$ cat src/rtl/intc_pkg.sv
// Package: shared encodings and register field positions for the interrupt
// controller. Assumes a 32-bit register data path.
package intc_pkg;

    typedef enum logic [2:0] {
        TRIG_HIGH = 3'd0,
        TRIG_LOW  = 3'd1,
        TRIG_RISE = 3'd2,
        TRIG_FALL = 3'd3,
        TRIG_BOTH = 3'd4
    } trig_e;

    localparam int LVL_W        = 3;
    localparam int MODE_W       = 3;
    localparam int DW           = 32;
    localparam int FLD_MODE_LSB = 0;
    localparam int FLD_LVL_LSB  = 4;
    localparam int FLD_DMA_BIT  = 8;
    localparam int FLD_CHAN_LSB = 12;

endpackage

$ cat src/rtl/intc_src.sv
// Module: one interrupt source. It synchronizes the raw line, evaluates the
// selected trigger and keeps a sticky pending bit for the edge modes.
// Assumes: mode/enable/dma inputs are quasi-static; clr is a one-cycle pulse.
module intc_src
    import intc_pkg::*;
(
    input  logic              clk,
    input  logic              rst_n,
    input  logic              irq_raw,
    input  logic [MODE_W-1:0] mode,
    input  logic              enabled,
    input  logic              dma_en,
    input  logic              clr,
    output logic              req,
    output logic              dma_hit,
    output logic              pend_o
);

    logic sync1_q, sync2_q, prev_q, pend_q;
    logic rise, fall, edge_evt, lvl_act, is_edge;

    // Two-flop synchronizer plus one history flop for edge detection.
    always_ff @(posedge clk) begin
        if (!rst_n) begin
            sync1_q <= 1'b0;
            sync2_q <= 1'b0;
            prev_q  <= 1'b0;
        end else begin
            sync1_q <= irq_raw;
            sync2_q <= sync1_q;
            prev_q  <= sync2_q;
        end
    end

    assign rise = sync2_q & ~prev_q;
    assign fall = ~sync2_q & prev_q;

    // Decode the trigger mode into a level condition or an edge event.
    always_comb begin
        lvl_act  = 1'b0;
        edge_evt = 1'b0;
        is_edge  = 1'b0;
        case (mode)
            TRIG_HIGH: lvl_act = sync2_q;
            TRIG_LOW:  lvl_act = ~sync2_q;
            TRIG_RISE: begin is_edge = 1'b1; edge_evt = rise; end
            TRIG_FALL: begin is_edge = 1'b1; edge_evt = fall; end
            TRIG_BOTH: begin is_edge = 1'b1; edge_evt = rise | fall; end
            default:   ;
        endcase
    end

    // Sticky pending bit; a software clear beats a same-cycle edge.
    always_ff @(posedge clk) begin
        if (!rst_n) begin
            pend_q <= 1'b0;
        end else if (clr) begin
            pend_q <= 1'b0;
        end else if (enabled && !dma_en && edge_evt) begin
            pend_q <= 1'b1;
        end
    end

    assign req     = enabled & ~dma_en & (is_edge ? pend_q : lvl_act);
    assign dma_hit = enabled & dma_en & (is_edge ? edge_evt : lvl_act);
    assign pend_o  = pend_q;

endmodule

$ cat src/rtl/intc_arb.sv
// Module: combinational priority pick. Highest level above the threshold
// wins; among equal levels the lowest index wins.
// Assumes: NSRC >= 2.
module intc_arb
    import intc_pkg::*;
#(
    parameter int NSRC = 8,
    localparam int IDW = $clog2(NSRC)
)(
    input  logic [NSRC-1:0]             req,
    input  logic [NSRC-1:0][LVL_W-1:0]  lvl,
    input  logic [LVL_W-1:0]            thresh,
    output logic                        win_valid,
    output logic [IDW-1:0]              win_id,
    output logic [LVL_W-1:0]            win_level
);

    // Scan from the top index down so that ties settle on the lower index.
    always_comb begin
        win_valid = 1'b0;
        win_id    = '0;
        win_level = '0;
        for (int i = NSRC - 1; i >= 0; i--) begin
            if (req[i] && (lvl[i] > thresh) && (lvl[i] >= win_level)) begin
                win_valid = 1'b1;
                win_id    = IDW'(i);
                win_level = lvl[i];
            end
        end
    end

endmodule

$ cat src/rtl/intc_dma_flags.sv
// Module: DMA request flag register. Each source hit sets the flag of its
// channel; software clears flags with ones. Clear wins over set.
// Assumes: NCH >= 2.
module intc_dma_flags #(
    parameter int NSRC = 8,
    parameter int NCH  = 4,
    localparam int CHW = $clog2(NCH)
)(
    input  logic                       clk,
    input  logic                       rst_n,
    input  logic [NSRC-1:0]            hit,
    input  logic [NSRC-1:0][CHW-1:0]   chan,
    input  logic [NCH-1:0]             clr,
    output logic [NCH-1:0]             flags
);

    logic [NCH-1:0] set_vec;

    // Gather hits per channel.
    always_comb begin
        set_vec = '0;
        for (int c = 0; c < NCH; c++) begin
            for (int s = 0; s < NSRC; s++) begin
                if (hit[s] && (chan[s] == CHW'(c))) begin
                    set_vec[c] = 1'b1;
                end
            end
        end
    end

    // Flag update, clear has priority.
    always_ff @(posedge clk) begin
        if (!rst_n) begin
            flags <= '0;
        end else begin
            flags <= (flags | set_vec) & ~clr;
        end
    end

endmodule

$ cat src/rtl/intc_top.sv
// Module: interrupt controller top. It holds the configuration registers,
// the threshold register and the register decode, instantiates one source
// per input, arbitrates, and registers the winning request.
// Assumes: one-cycle write strobes; NSRC <= 32, 2 <= NCH <= 16.
module intc_top
    import intc_pkg::*;
#(
    parameter int NSRC = 8,
    parameter int NCH  = 4,
    parameter int AW   = 8
)(
    input  logic                     clk,
    input  logic                     rst_n,
    input  logic [NSRC-1:0]          irq_in,
    input  logic                     reg_we,
    input  logic [AW-1:0]            reg_addr,
    input  logic [31:0]              reg_wdata,
    output logic [31:0]              reg_rdata,
    output logic                     irq_valid,
    output logic [$clog2(NSRC)-1:0]  irq_id,
    output logic [2:0]               irq_level,
    output logic [NCH-1:0]           dma_req
);

    localparam int IDW = $clog2(NSRC);
    localparam int CHW = $clog2(NCH);
    localparam logic [AW-1:0] A_THRESH = AW'(NSRC);
    localparam logic [AW-1:0] A_DMA    = AW'(NSRC + 1);
    localparam logic [AW-1:0] A_PEND   = AW'(NSRC + 2);

    logic [NSRC-1:0][MODE_W-1:0] cfg_mode;
    logic [NSRC-1:0][LVL_W-1:0]  cfg_lvl;
    logic [NSRC-1:0]             cfg_dma;
    logic [NSRC-1:0][CHW-1:0]    cfg_chan;
    logic [LVL_W-1:0]            thresh_q;

    logic [NSRC-1:0] src_req, src_hit, pend_vec, pend_clr;
    logic [NCH-1:0]  dma_clr, dma_flags;
    logic            win_valid;
    logic [IDW-1:0]  win_id;
    logic [LVL_W-1:0] win_level;
    logic [IDW-1:0]  rd_sel;
    logic            wdata_unused;

    assign wdata_unused = ^reg_wdata;

    // Configuration and threshold register writes.
    always_ff @(posedge clk) begin
        if (!rst_n) begin
            cfg_mode <= '0;
            cfg_lvl  <= '0;
            cfg_dma  <= '0;
            cfg_chan <= '0;
            thresh_q <= '0;
        end else if (reg_we) begin
            for (int i = 0; i < NSRC; i++) begin
                if (reg_addr == AW'(i)) begin
                    cfg_mode[i] <= reg_wdata[FLD_MODE_LSB +: MODE_W];
                    cfg_lvl[i]  <= reg_wdata[FLD_LVL_LSB +: LVL_W];
                    cfg_dma[i]  <= reg_wdata[FLD_DMA_BIT];
                    cfg_chan[i] <= reg_wdata[FLD_CHAN_LSB +: CHW];
                end
            end
            if (reg_addr == A_THRESH) begin
                thresh_q <= reg_wdata[LVL_W-1:0];
            end
        end
    end

    // Write-one-to-clear strobes for pending bits and DMA flags.
    assign pend_clr = (reg_we && reg_addr == A_PEND) ? reg_wdata[NSRC-1:0] : '0;
    assign dma_clr  = (reg_we && reg_addr == A_DMA)  ? reg_wdata[NCH-1:0]  : '0;

    for (genvar g = 0; g < NSRC; g++) begin : g_src
        intc_src u_src (
            .clk     (clk),
            .rst_n   (rst_n),
            .irq_raw (irq_in[g]),
            .mode    (cfg_mode[g]),
            .enabled (cfg_lvl[g] != '0),
            .dma_en  (cfg_dma[g]),
            .clr     (pend_clr[g]),
            .req     (src_req[g]),
            .dma_hit (src_hit[g]),
            .pend_o  (pend_vec[g])
        );
    end

    intc_arb #(.NSRC(NSRC)) u_arb (
        .req       (src_req),
        .lvl       (cfg_lvl),
        .thresh    (thresh_q),
        .win_valid (win_valid),
        .win_id    (win_id),
        .win_level (win_level)
    );

    intc_dma_flags #(.NSRC(NSRC), .NCH(NCH)) u_dma (
        .clk   (clk),
        .rst_n (rst_n),
        .hit   (src_hit),
        .chan  (cfg_chan),
        .clr   (dma_clr),
        .flags (dma_flags)
    );

    assign dma_req = dma_flags;

    // Registered interrupt request toward the processor.
    always_ff @(posedge clk) begin
        if (!rst_n) begin
            irq_valid <= 1'b0;
            irq_id    <= '0;
            irq_level <= '0;
        end else begin
            irq_valid <= win_valid;
            irq_id    <= win_id;
            irq_level <= win_level;
        end
    end

    assign rd_sel = reg_addr[IDW-1:0];

    // Register read multiplexer.
    always_comb begin
        reg_rdata = '0;
        if (int'(reg_addr) < NSRC) begin
            reg_rdata[FLD_MODE_LSB +: MODE_W] = cfg_mode[rd_sel];
            reg_rdata[FLD_LVL_LSB +: LVL_W]   = cfg_lvl[rd_sel];
            reg_rdata[FLD_DMA_BIT]            = cfg_dma[rd_sel];
            reg_rdata[FLD_CHAN_LSB +: CHW]    = cfg_chan[rd_sel];
        end else if (reg_addr == A_THRESH) begin
            reg_rdata[LVL_W-1:0] = thresh_q;
        end else if (reg_addr == A_DMA) begin
            reg_rdata[NCH-1:0] = dma_flags;
        end else if (reg_addr == A_PEND) begin
            reg_rdata[NSRC-1:0] = src_req;
        end
    end

endmodule

$ cat config.mk
export PLATFORM = sky130hd
export DESIGN_NAME = intc_top
export DESIGN_NICKNAME = d
export VERILOG_FILES = /design/src/rtl/intc_pkg.sv /design/src/rtl/intc_src.sv /design/src/rtl/intc_arb.sv /design/src/rtl/intc_dma_flags.sv /design/src/rtl/intc_top.sv
export SDC_FILE = /design/constraint.sdc
export NUM_CORES = 1
export LEC_CHECK = 0
export BUFFER_PORTS_ARGS = -buffer_cell sky130_fd_sc_hd__buf_2
export CAP_MARGIN = 20
export CORE_MARGIN = 2
export CORE_UTILIZATION = 54
export CTS_CLUSTER_DIAMETER = 120
export CTS_CLUSTER_SIZE = 24
export DETAILED_ROUTE_END_ITERATION = 10
export GPL_ROUTABILITY_DRIVEN = 0
export PLACE_DENSITY = 0.78
export SETUP_SLACK_MARGIN = 0.2
export SYNTH_ARGS = -nofsm -noshare
export SYNTH_HDL_FRONTEND = slang
export SYNTH_SLANG_ARGS = --single-unit
$ cat constraint.sdc
create_clock -name clk -period 9.9 [get_ports clk]
set_clock_uncertainty 0.1 [all_clocks]
set_input_delay 1.98 -clock clk [delete_from_list [all_inputs] [get_ports clk]]
set_output_delay 1.98 -clock clk [all_outputs]
set_load 0.05 [all_outputs]
==> flow_summary.toml, run 1 <==
[place]
dp_hpwl_um = 14610
io_buffers = 51
placed_cells = 1119

[pwr]
power_mw = 1.222
swShare = 0.2222
leakage_nw = 4.074
peakVddDrop_v = 0.0001127
seq_power_share = 0.395
p_switching_mw = 0.2716
pwr-share-clk = 0.548
p_int_mw = 0.9506
comb_power_share = 0.057
p_per_area_nw_per_um2 = 131.7

[critical_path]
worst-path-max-fanout = 5
critPathSlowestCell = "o41ai_2"
worstPathArrival_ns = 10.38
path_common_cell = "ha_4"
critPathLaunchType = "flip-flop"
crit_buf_inv = 4
worstReg2RegStart = "cfg_mode[21]"
r2r_slack_ns = -0.27
cp_num_cells = 56
r2r-end = "irq_valid"
crit_family = "compound AO/OA/AOI/OAI gates"
reg2reg_depth = 56
critical_path_class = "flip-flop to flip-flop"
startpoint = "cfg_mode[21]"
end_kind = "flip-flop"
slowest_delay_ns = 0.39
endpoint = "irq_valid"
required_ns = 10.11

[run]
max-cap-violations = 0

[floorplan]
initial_core_util = 0.5566
io_pins = 94
coreArea_um2 = 13930
die_h_um = 123.8
fp.dieW_um = 123.8
rows = 43
die_area_um2 = 15340

[finish]
seqCellArea_um2 = 2366
area_growth_pct = 19.66
fin_util = 0.6661
final_cells = 1169
insertedDiodeCount = 0
final_common_cell = "dfxtp_1"
nFillCells = 1063
nets = 1084
drive_gt1_frac = 0.2245
mostFrequentLayoutCells = "dfxtp_1, nor2_1, mux2i_1, nand2_1"
multiInputGateArea_um2 = 5194

[hold_path]
hold_class = "flip-flop to flip-flop"

[clock_network]
clock_path_buffers = 2
cts.sinks = 118
clk-insertion-delay-late_ns = 0.42
path_clk_slew_ns = 0.05
clockRootBuffer = "clkbuf_16"
cts_tree = "done"
cts_buffers = 17
htree_levels = 4

[global_routing]
overflow = 0
grt_usage = 0.2836
grt_pass1_vias = 6246
antenna_found_initial = 0
grt_pass1_wl_um = 32930
grt_max_degree = 93

[route]
first_iter_violations = 748
drc = 0
via_per_inst = 6.119
wl_um = 22110
ant_nets = 0
dr.pass1.iters = 5
vias = 7153
avgRoutedWirePerCell_um = 18.92

[synthesis]
synth_edf_count = 0
synthCells = 909
synthArstFlopShare = 0
syn_area_um2 = 7756
synth_seq_cells = 118
ys_warn_count = 0
yosysUniqueCellTypes = 75
ys.flop_type = "dfxtp_1"
avgSynthCellArea_um2 = 8.533
ys_seq_area_frac = 0.3046

[timing]
setup_violations = 7
fin_ws_ns = -0.2733
min_period_over_period = 1.028
hold_ws_ns = 0.3292
maxSlewViolCount = 0
slew-limit-headroom = 0.2635
fin_setup_tns_ns = -1.605
tightestPinTransition_ns = 1.099
fmax_mhz = 98.30
rsz0062_at_grt = "yes"
period_needed_ns = 10.17
hold_viol_final = 0

[run_status]
status = "finished with violations"
violations = "negative setup slack"
## cells by family (layout without fill, tap and decap cells)
| family | after synthesis | in the layout | synth area share |
|---|---|---|---|
| other | 1 | 21 | 0.0004835 |
| AOI/OAI and AO/OA | 175 | 175 | 0.1541 |
| buffers and inverters | 129 | 189 | 0.07404 |
| muxes | 108 | 108 | 0.1707 |
| xor gates and xnor gates | 4 | 4 | 0.004518 |
| adders and majority gates | 57 | 57 | 0.09195 |
| DFF | 118 | 118 | 0.3046 |
| and+or+nand+nor | 317 | 317 | 0.1997 |
## cell usage after synthesis, types with 3 or more instances
cell | n | area (um2)
buf_1 | 5 | 18.77
nand2_1 | 60 | 225.2
o2111ai_1 | 3 | 26.28
o21a_1 | 4 | 30.03
o21ai_0 | 34 | 170.2
ha_1 | 57 | 713.2
and3_1 | 8 | 50.05
nand4b_1 | 4 | 35.03
mux4_2 | 16 | 360.4
nor3b_1 | 4 | 30.03
buf_4 | 21 | 157.7
and2_1 | 22 | 137.6
o32ai_1 | 7 | 61.31
mux2_2 | 4 | 45.04
dfxtp_1 | 118 | 2362
a221oi_1 | 4 | 35.03
a211oi_1 | 10 | 75.07
nor4_1 | 3 | 18.77
o31ai_1 | 3 | 22.52
inv_1 | 55 | 206.5
a21oi_1 | 48 | 240.2
a31oi_1 | 9 | 56.30
a32oi_1 | 3 | 26.28
nor2b_1 | 12 | 75.07
nand4_1 | 8 | 50.05
nand2b_1 | 15 | 93.84
nor2_1 | 117 | 439.2
a21o_1 | 7 | 52.55
mux2i_1 | 85 | 850.8
nand3_1 | 10 | 50.05
a311oi_1 | 3 | 26.28
o22a_1 | 4 | 35.03
clkbuf_1 | 44 | 165.2
nor3_1 | 31 | 155.2
or3_1 | 4 | 25.02
o22ai_1 | 12 | 75.07
## state kept, by name, summed over array words and instances (netlist names)
register,flops
cfg_chan,16
cfg_dma,8
cfg_lvl,24
cfg_mode,24
g_src.u_src.pend_o,8
g_src.u_src.prev_q,8
g_src.u_src.sync1_q,8
g_src.u_src.sync2_q,8
irq_id,3
irq_level,3
irq_valid,1
thresh_q,3
u_dma.flags,4
## through the flow
stage / area, um2 / worst slack (ns)
detailed placement: 8280 / -0.1828
finish: 9281 / -0.2733
CTS: 9086 / -0.1626
global placement: 8280 / -0.01646
floorplan: 7924 / 0.1676
global route: 9281 / -0.6486
## power by group through the flow
stage | clock [mW] | combinational, mW | sequential (mW)
floorplan | 0 | 0.0584 | 0.492
finish | 0.670 | 0.0696 | 0.483
detailed placement | 0 | 0.0674 | 0.493
global route | 0.696 | 0.0747 | 0.483
CTS | 0.672 | 0.0679 | 0.483
global placement | 0 | 0.0668 | 0.493
## worst min path at each step
stage,from,end,slack [ns],cells after the start
detailed placement,g_src[7].u_src.sync1_q,g_src[7].u_src.sync2_q,0.32,1
finish,g_src[1].u_src.sync1_q,g_src[1].u_src.sync2_q,0.33,1
global route,g_src[2].u_src.sync1_q,g_src[2].u_src.sync2_q,0.34,1
CTS,g_src[7].u_src.sync1_q,g_src[7].u_src.sync2_q,0.33,1
floorplan,g_src[0].u_src.sync1_q,g_src[0].u_src.sync2_q,0.31,1
global placement,g_src[0].u_src.sync1_q,g_src[0].u_src.sync2_q,0.31,1
## per-layer routing
layer | wire length [um] | part of all wire | global-route usage
met1 | 9156 | 0.41 | 0.3874
met2 | 10150 | 0.46 | 0.4330
met3 | 1835 | 0.083 | 0.05678
met4 | 974 | 0.044 | 0.1278
met5 | 0 | 0 | 0
## what timing repair did
item                       in CTS  in global routing
hold buffers                    0                  0
setup buffers                  10                  8
setup endpoints to repair       7                  7
gates resized for setup        17                 25
pin swaps                      20                 16
## cell type report
type	instances	area share
Clock buffer	24	0.05406
Clock inverter	8	0.01537
Inverter	55	0.02224
Multi-Input combinational cell	682	0.5596
Sequential cell	118	0.2549
Tap cell	180	0.02427
Timing Repair Buffer	102	0.06956
Note: power is estimated with default switching activity, not from simulation.
==> inputs of run 2 (changes only) <==
--- a/config.mk
+++ b/config.mk
@@ -7,13 +7,15 @@
 export LEC_CHECK = 0
 export BUFFER_PORTS_ARGS = -buffer_cell sky130_fd_sc_hd__buf_2
 export CAP_MARGIN = 20
-export CORE_MARGIN = 2
-export CORE_UTILIZATION = 54
+export CELL_PAD_IN_SITES_DETAIL_PLACEMENT = 1
+export CELL_PAD_IN_SITES_GLOBAL_PLACEMENT = 1
+export CORE_MARGIN = 5
+export CORE_UTILIZATION = 40
 export CTS_CLUSTER_DIAMETER = 120
 export CTS_CLUSTER_SIZE = 24
 export DETAILED_ROUTE_END_ITERATION = 10
 export GPL_ROUTABILITY_DRIVEN = 0
-export PLACE_DENSITY = 0.78
+export PLACE_DENSITY_LB_ADDON = 0.1
 export SETUP_SLACK_MARGIN = 0.2
 export SYNTH_ARGS = -nofsm -noshare
 export SYNTH_HDL_FRONTEND = slang
==> run 2 against run 1 <==
Compared with the run above:
- power is 1.1% higher
- the flow still finishes with violations (negative setup slack)
- clock power is 2% higher
- sequential share of layout area is 0.44 points lower
- first-iteration DRC count is 52% lower
- register-to-register slack better by 0.06 ns
- non-clock buffer count is 7 higher
- count of clock-buffer cells in the layout is 4 lower
- hold slack better by 0.0017 ns
- sequential power hardly changed
- worst setup slack better by 0.059 ns
- highest routed layer unchanged
- wire length is 17% higher
- global-route usage is 4.6 points lower
==> flow_summary.toml, run 2 (synthesized netlist as in run 1, its figures left out) <==
[critical_path]
end_kind = "flip-flop"
critPathSlowestCell = "mux2i_2"
worst-path-max-fanout = 5
path_common_cell = "a21oi_2"
slowest_delay_ns = 0.36
worstPathArrival_ns = 10.32
critPathLaunchType = "flip-flop"
required_ns = 10.11
critical_path_class = "flip-flop to flip-flop"

[place]
placed_area_um2 = 8469
dp_hpwl_um = 19020
post-place-ws_ns = -0.4919
placed_cells = 1215
io_buffers = 51

[run_status]
violations = "negative setup slack"
status = "finished with violations"

[route]
via_per_inst = 5.611
vias = 7076
first_iter_violations = 361
wl_um = 25940
ant_nets = 0
drc = 0
avgRoutedWirePerCell_um = 20.57
dr.pass1.iters = 5

[floorplan]
die_area_um2 = 22280
rows = 51
io_pins = 94
coreArea_um2 = 19270
initial_core_util = 0.4025
fp.dieW_um = 149.3
die_h_um = 149.3

[finish]
final_cells = 1261
drive_gt1_frac = 0.2319
area_growth_pct = 21.78
finalInstanceArea_um2 = 9445
insertedDiodeCount = 0
nets = 1091
reg_top3 = "cfg_lvl (24), cfg_mode (24), cfg_chan (16)"
mostFrequentLayoutCells = "dfxtp_1, nor2_1, mux2i_1, nand2_1, buf_4"
nFillCells = 2296
final_common_cell = "dfxtp_1"

[pwr]
peakVddDrop_v = 0.0001046
leakage_nw = 4.105
p_int_mw = 0.9504
seq_power_share = 0.391
swShare = 0.2307
pwr-share-clk = 0.552
comb_power_share = 0.057
p_switching_mw = 0.2850
p_per_area_nw_per_um2 = 130.8

[clock_network]
htree_levels = 4
cts_hold_buf = 0
clk-insertion-delay-late_ns = 0.42
clockRootBuffer = "clkbuf_16"
cts_tree = "done"
cts.sinks = 118
path_clk_slew_ns = 0.06
clock_path_buffers = 2
cts_buffers = 17

[global_routing]
grt_usage = 0.2378
grt_pass1_wl_um = 41520
overflow = 0
grt_max_degree = 93
grt_pass1_vias = 7559
antenna_found_initial = 0

[timing]
fmax_mhz = 98.87
hold_viol_final = 0
setup_violations = 7
min_period_over_period = 1.022
maxSlewViolCount = 0
tightestPinTransition_ns = 1.077
fin_ws_ns = -0.2143
period_needed_ns = 10.11
rsz0062_at_grt = "yes"
slew-limit-headroom = 0.2819

[run]
max-cap-violations = 0

[hold_path]
hold_class = "flip-flop to flip-flop"
run 2: changes by cell type in the layout (fill, tap and decap cells not counted), sizes merged:
cell,delta
buf,+7
clkinvlp,+1
bufinv,+1
clkinv,+2
clkbuf,-4
run 2: routing by layer:
metal,GRT usage,up-vias,routed length (um)
met1,0.3017,3558,11580
li1,-,3354,-
met4,0.05584,0,369
met2,0.4184,137,12940
met5,0,-,0
met3,0.04497,27,1044
run 2: power by group through the flow:
stage / clock (mW) / combinational, mW / sequential, mW
4_1_cts: 0.694 / 0.0702 / 0.483
5_1_grt: 0.714 / 0.0762 / 0.484
2_1_floorplan: 0 / 0.0584 / 0.492
3_5_place_dp: 0 / 0.0696 / 0.493
6_report: 0.681 / 0.0708 / 0.483
3_3_place_gp: 0 / 0.0680 / 0.493
run 2: timing repair:
item                                    CTS  global route
resized for setup                        25            22
endpoints found under the setup margin    7             7
buffers inserted                          9             5
pin swaps                                21            34
run 2: final cells by class:
type,instances,area [um2],share of cell area
flip-flops and latches,118,2366,0.2505
well taps,265,331.6,0.03510
clock buffers,20,446.7,0.04729
clock inverters,12,201.4,0.02133
multi-input cells,682,5191,0.5496
inverters,55,206.4,0.02186
repair buffers,109,701.9,0.07431
run 2: path summary, 6_finish.rpt:
kind / cells past startpoint / to / start / slack (ns)
max: 56 / irq_level[2] / thresh_q[1] / -0.21
min: 1 / g_src[6].u_src.sync2_q / g_src[6].u_src.sync1_q / 0.33
max reg2reg: 56 / irq_level[2] / thresh_q[1] / -0.21
min reg2reg: 1 / g_src[6].u_src.sync2_q / g_src[6].u_src.sync1_q / 0.33
run 2: critical path: cells and delay by family, from the launching register on:
| kind | cells | cell delay, ns |
|---|---|---|
| AO/OA/AOI/OAI | 23 | 3.66 |
| multiplexers | 2 | 0.69 |
| AND/OR/NAND/NOR | 18 | 2.64 |
| buffers and inverters | 5 | 0.47 |
| flip-flops | 1 | 0.33 |
| adder cells (fa/ha/maj) | 8 | 2.09 |
run 2: stage by stage:
stage / power, mW / setup TNS, ns / util / hold WS, ns
4_1_cts: 1.247 / -1.994 / 0.4836 / 0.3351
3_5_place_dp: 0.5630 / -3.220 / 0.4395 / 0.3223
3_3_place_gp: 0.5610 / -0.4087 / 0.4395 / 0.3164
5_1_grt: 1.274 / -4.333 / 0.4901 / 0.3547
6_report: 1.235 / -1.282 / 0.4901 / 0.3309
2_1_floorplan: 0.5502 / 0 / - / 0.3119
==> inputs of run 3 (changes only) <==
--- a/config.mk
+++ b/config.mk
@@ -5,12 +5,12 @@
 export SDC_FILE = /design/constraint.sdc
 export NUM_CORES = 1
 export LEC_CHECK = 0
+export ABC_AREA = 1
 export BUFFER_PORTS_ARGS = -buffer_cell sky130_fd_sc_hd__buf_2
 export CAP_MARGIN = 20
 export CELL_PAD_IN_SITES_DETAIL_PLACEMENT = 1
 export CELL_PAD_IN_SITES_GLOBAL_PLACEMENT = 1
-export CORE_MARGIN = 5
-export CORE_UTILIZATION = 40
+export CORE_UTILIZATION = 38
 export CTS_CLUSTER_DIAMETER = 120
 export CTS_CLUSTER_SIZE = 24
 export DETAILED_ROUTE_END_ITERATION = 10
==> run 3 against run 2 <==
Compared with the run above:
- largest power group unchanged
- sequential share of layout area is 2.6 points higher
- utilization fell by 3.8 points
- flip-flop and latch count is the same
- the flow now finishes without violations
- largest cell class unchanged
- global-route usage rose by 2.6 points
- design area down 9.6%
==> flow_summary.toml, run 3 <==
[run_status]
status = "complete, no violations"

[route]
vias = 7293
avgRoutedWirePerCell_um = 18.26
via_per_inst = 5.277
drc = 0
wl_um = 25240
first_iter_violations = 455
dr.pass1.iters = 5
ant_nets = 0

[synthesis]
yosysUniqueCellTypes = 46
syn_area_um2 = 7383
synth_most_common_cell = "inv_1"
ys_top_cells_by_area = "dfxtp_1, ha_1, o21ai_0, inv_1, nand2_1"
synth_seq_cells = 118
synthArstFlopShare = 0
avgSynthCellArea_um2 = 7.005
ys_seq_area_frac = 0.3199
synth_top_area_share = 0.3199
synthCells = 1054
ys.flop_type = "dfxtp_1"
synth_top_area_cell = "dfxtp_1"
synth_edf_count = 0
synth.cells.most_frequent = "inv_1, nand2_1, o21ai_0"
ys_warn_count = 0

[global_routing]
grt_usage = 0.2638
grt_pass1_vias = 7224
antenna_found_initial = 0
grt_pass1_wl_um = 39850
overflow = 0
grt_max_degree = 99

[clock_network]
clock_path_buffers = 2
path_clk_slew_ns = 0.06
cts.sinks = 118
cts_buffers = 17
htree_levels = 4
clockRootBuffer = "clkbuf_16"
cts_tree = "done"
clk-insertion-delay-late_ns = 0.42

[place]
io_buffers = 51
dp_hpwl_um = 18700

[timing]
hold_ws_ns = 0.3128
setup_violations = 0
fin_setup_tns_ns = 0
fmax_mhz = 114.3
slew-limit-headroom = 0.3030
tightestPinTransition_ns = 1.042
maxSlewViolCount = 0
period_needed_ns = 8.751
min_period_over_period = 0.8840
rsz0062_at_grt = "no"
hold_viol_final = 0

[finish]
insertedDiodeCount = 0
seqCellArea_um2 = 2362
area_growth_pct = 15.64
multiInputGateArea_um2 = 4288
mostFrequentLayoutCells = "inv_1, nand2_1, dfxtp_1, o21ai_0, nor2_1"
drive_gt1_frac = 0.1328
reg_top3 = "cfg_lvl (24), cfg_mode (24), cfg_chan (16)"
nFillCells = 2455
final_common_cell = "inv_1"
nets = 1217

[critical_path]
end_kind = "flip-flop"
required_ns = 10.15
critPathSlowestCell = "dfxtp_1"
critical_path_class = "flip-flop to flip-flop"
critPathLaunchType = "flip-flop"
worst-path-max-fanout = 8
path_common_cell = "nand2_1"
slowest_delay_ns = 0.34
worstPathArrival_ns = 9.00

[floorplan]
die_h_um = 141.4
io_pins = 94
fp.dieW_um = 141.4
initial_core_util = 0.3908
die_area_um2 = 19990
coreArea_um2 = 18890
rows = 50

[pwr]
seq_power_share = 0.407
p_per_area_nw_per_um2 = 138.8
p_switching_mw = 0.3007
p_int_mw = 0.8847
peakVddDrop_v = 0.0001195
comb_power_share = 0.068
pwr-share-clk = 0.525
leakage_nw = 3.763
swShare = 0.2537

[hold_path]
hold_class = "flip-flop to flip-flop"

[run]
max-cap-violations = 0
==> run 3: cell types whose count changed after synthesis, sizes merged, moves of 8 or more <==
| cell | before | now |
|---|---|---|
| clkbuf | 45 | 25 |
| a21oi | 50 | 90 |
| buf | 29 | 21 |
| o22ai | 12 | 25 |
| mux4 | 18 | 0 |
| nand2 | 60 | 161 |
| a21o | 8 | 0 |
| and2 | 24 | 3 |
| inv | 55 | 166 |
| nand2b | 15 | 0 |
| o21ai | 36 | 126 |
| mux2i | 85 | 0 |
| nand3 | 10 | 49 |
| nor2b | 12 | 0 |
==> run 3: cells by family (layout without fill, tap and decap cells) <==
family	after synthesis	in the layout	synth area share
XOR/XNOR	4	4	0.004744
flip-flops	118	118	0.3199
adder cells (fa/ha/maj)	57	57	0.09659
other	1	21	0.0005079
buffers and inverters	216	264	0.1205
AND/OR/NAND/NOR	360	360	0.2254
AO/OA/AOI/OAI	298	298	0.2323
==> run 3: area by class of cell <==
cell class,count,share of cell area
timing repair buffer,62,0.04059
clock inverter,9,0.01172
tap,260,0.03810
clock buffer,23,0.05598
sequential,118,0.2767
multi-input combinational,740,0.5022
inverter,170,0.07474
==> run 3: what timing repair did <==
action | 4_1_cts | 5_1_grt
resized for setup | 0 | 25
setup buffers | 0 | 6
endpoints found under the setup margin | 0 | 7
hold buffers | 0 | 0
==> run 3: final timing paths <==
| check | startpoint | to | slack [ns] | cells past startpoint |
|---|---|---|---|---|
| setup reg to reg | thresh_q[2] | irq_id[2] | 1.15 | 71 |
| hold reg to reg | g_src[7].u_src.sync1_q | g_src[7].u_src.sync2_q | 0.31 | 2 |
| hold / removal | g_src[7].u_src.sync1_q | g_src[7].u_src.sync2_q | 0.31 | 2 |
| setup / recovery | thresh_q[2] | irq_id[2] | 1.15 | 71 |
==> run 3: worst max-delay path, delay by kind of cell (launching register included) <==
family | cells | cell delay (ns)
buffers and inverters | 12 | 1.00
adder cells (fa/ha/maj) | 8 | 2.07
AND/OR/NAND/NOR | 35 | 3.17
flip-flops | 1 | 0.34
AO/OA/AOI/OAI | 16 | 2.00
==> run 3: through the flow <==
| stage | instance area, um2 | power (mW) | worst slack [ns] | utilization | std cells |
|---|---|---|---|---|---|
| after floorplan | 7458 | 0.5505 | 1.640 | - | 1074 |
| after global placement | 7820 | 0.5711 | 0.5823 | 0.4139 | 1343 |
| after detailed placement | 7820 | 0.5724 | 0.3889 | 0.4139 | 1343 |
| after CTS | 8398 | 1.192 | 0.3500 | 0.4445 | 1375 |
| after global routing | 8538 | 1.221 | 0.1525 | 0.4519 | 1382 |
| final | 8538 | 1.185 | 1.149 | 0.4519 | 1382 |
==> run 3: power by group through the flow <==
stage	Clock, mW	Sequential, mW	Combinational, mW
floorplan	0	0.492	0.0584
global placement	0	0.493	0.0782
detailed placement	0	0.493	0.0794
CTS	0.630	0.483	0.0796
global route	0.651	0.483	0.0871
finish	0.622	0.483	0.0805
==> run 3: metal layers <==
layer	part of all wire	up-vias	track usage
li1	-	3608	-
met1	0.49	3477	0.3552
met2	0.45	164	0.4273
met3	0.037	44	0.04455
met4	0.025	0	0.08885
met5	0	-	0
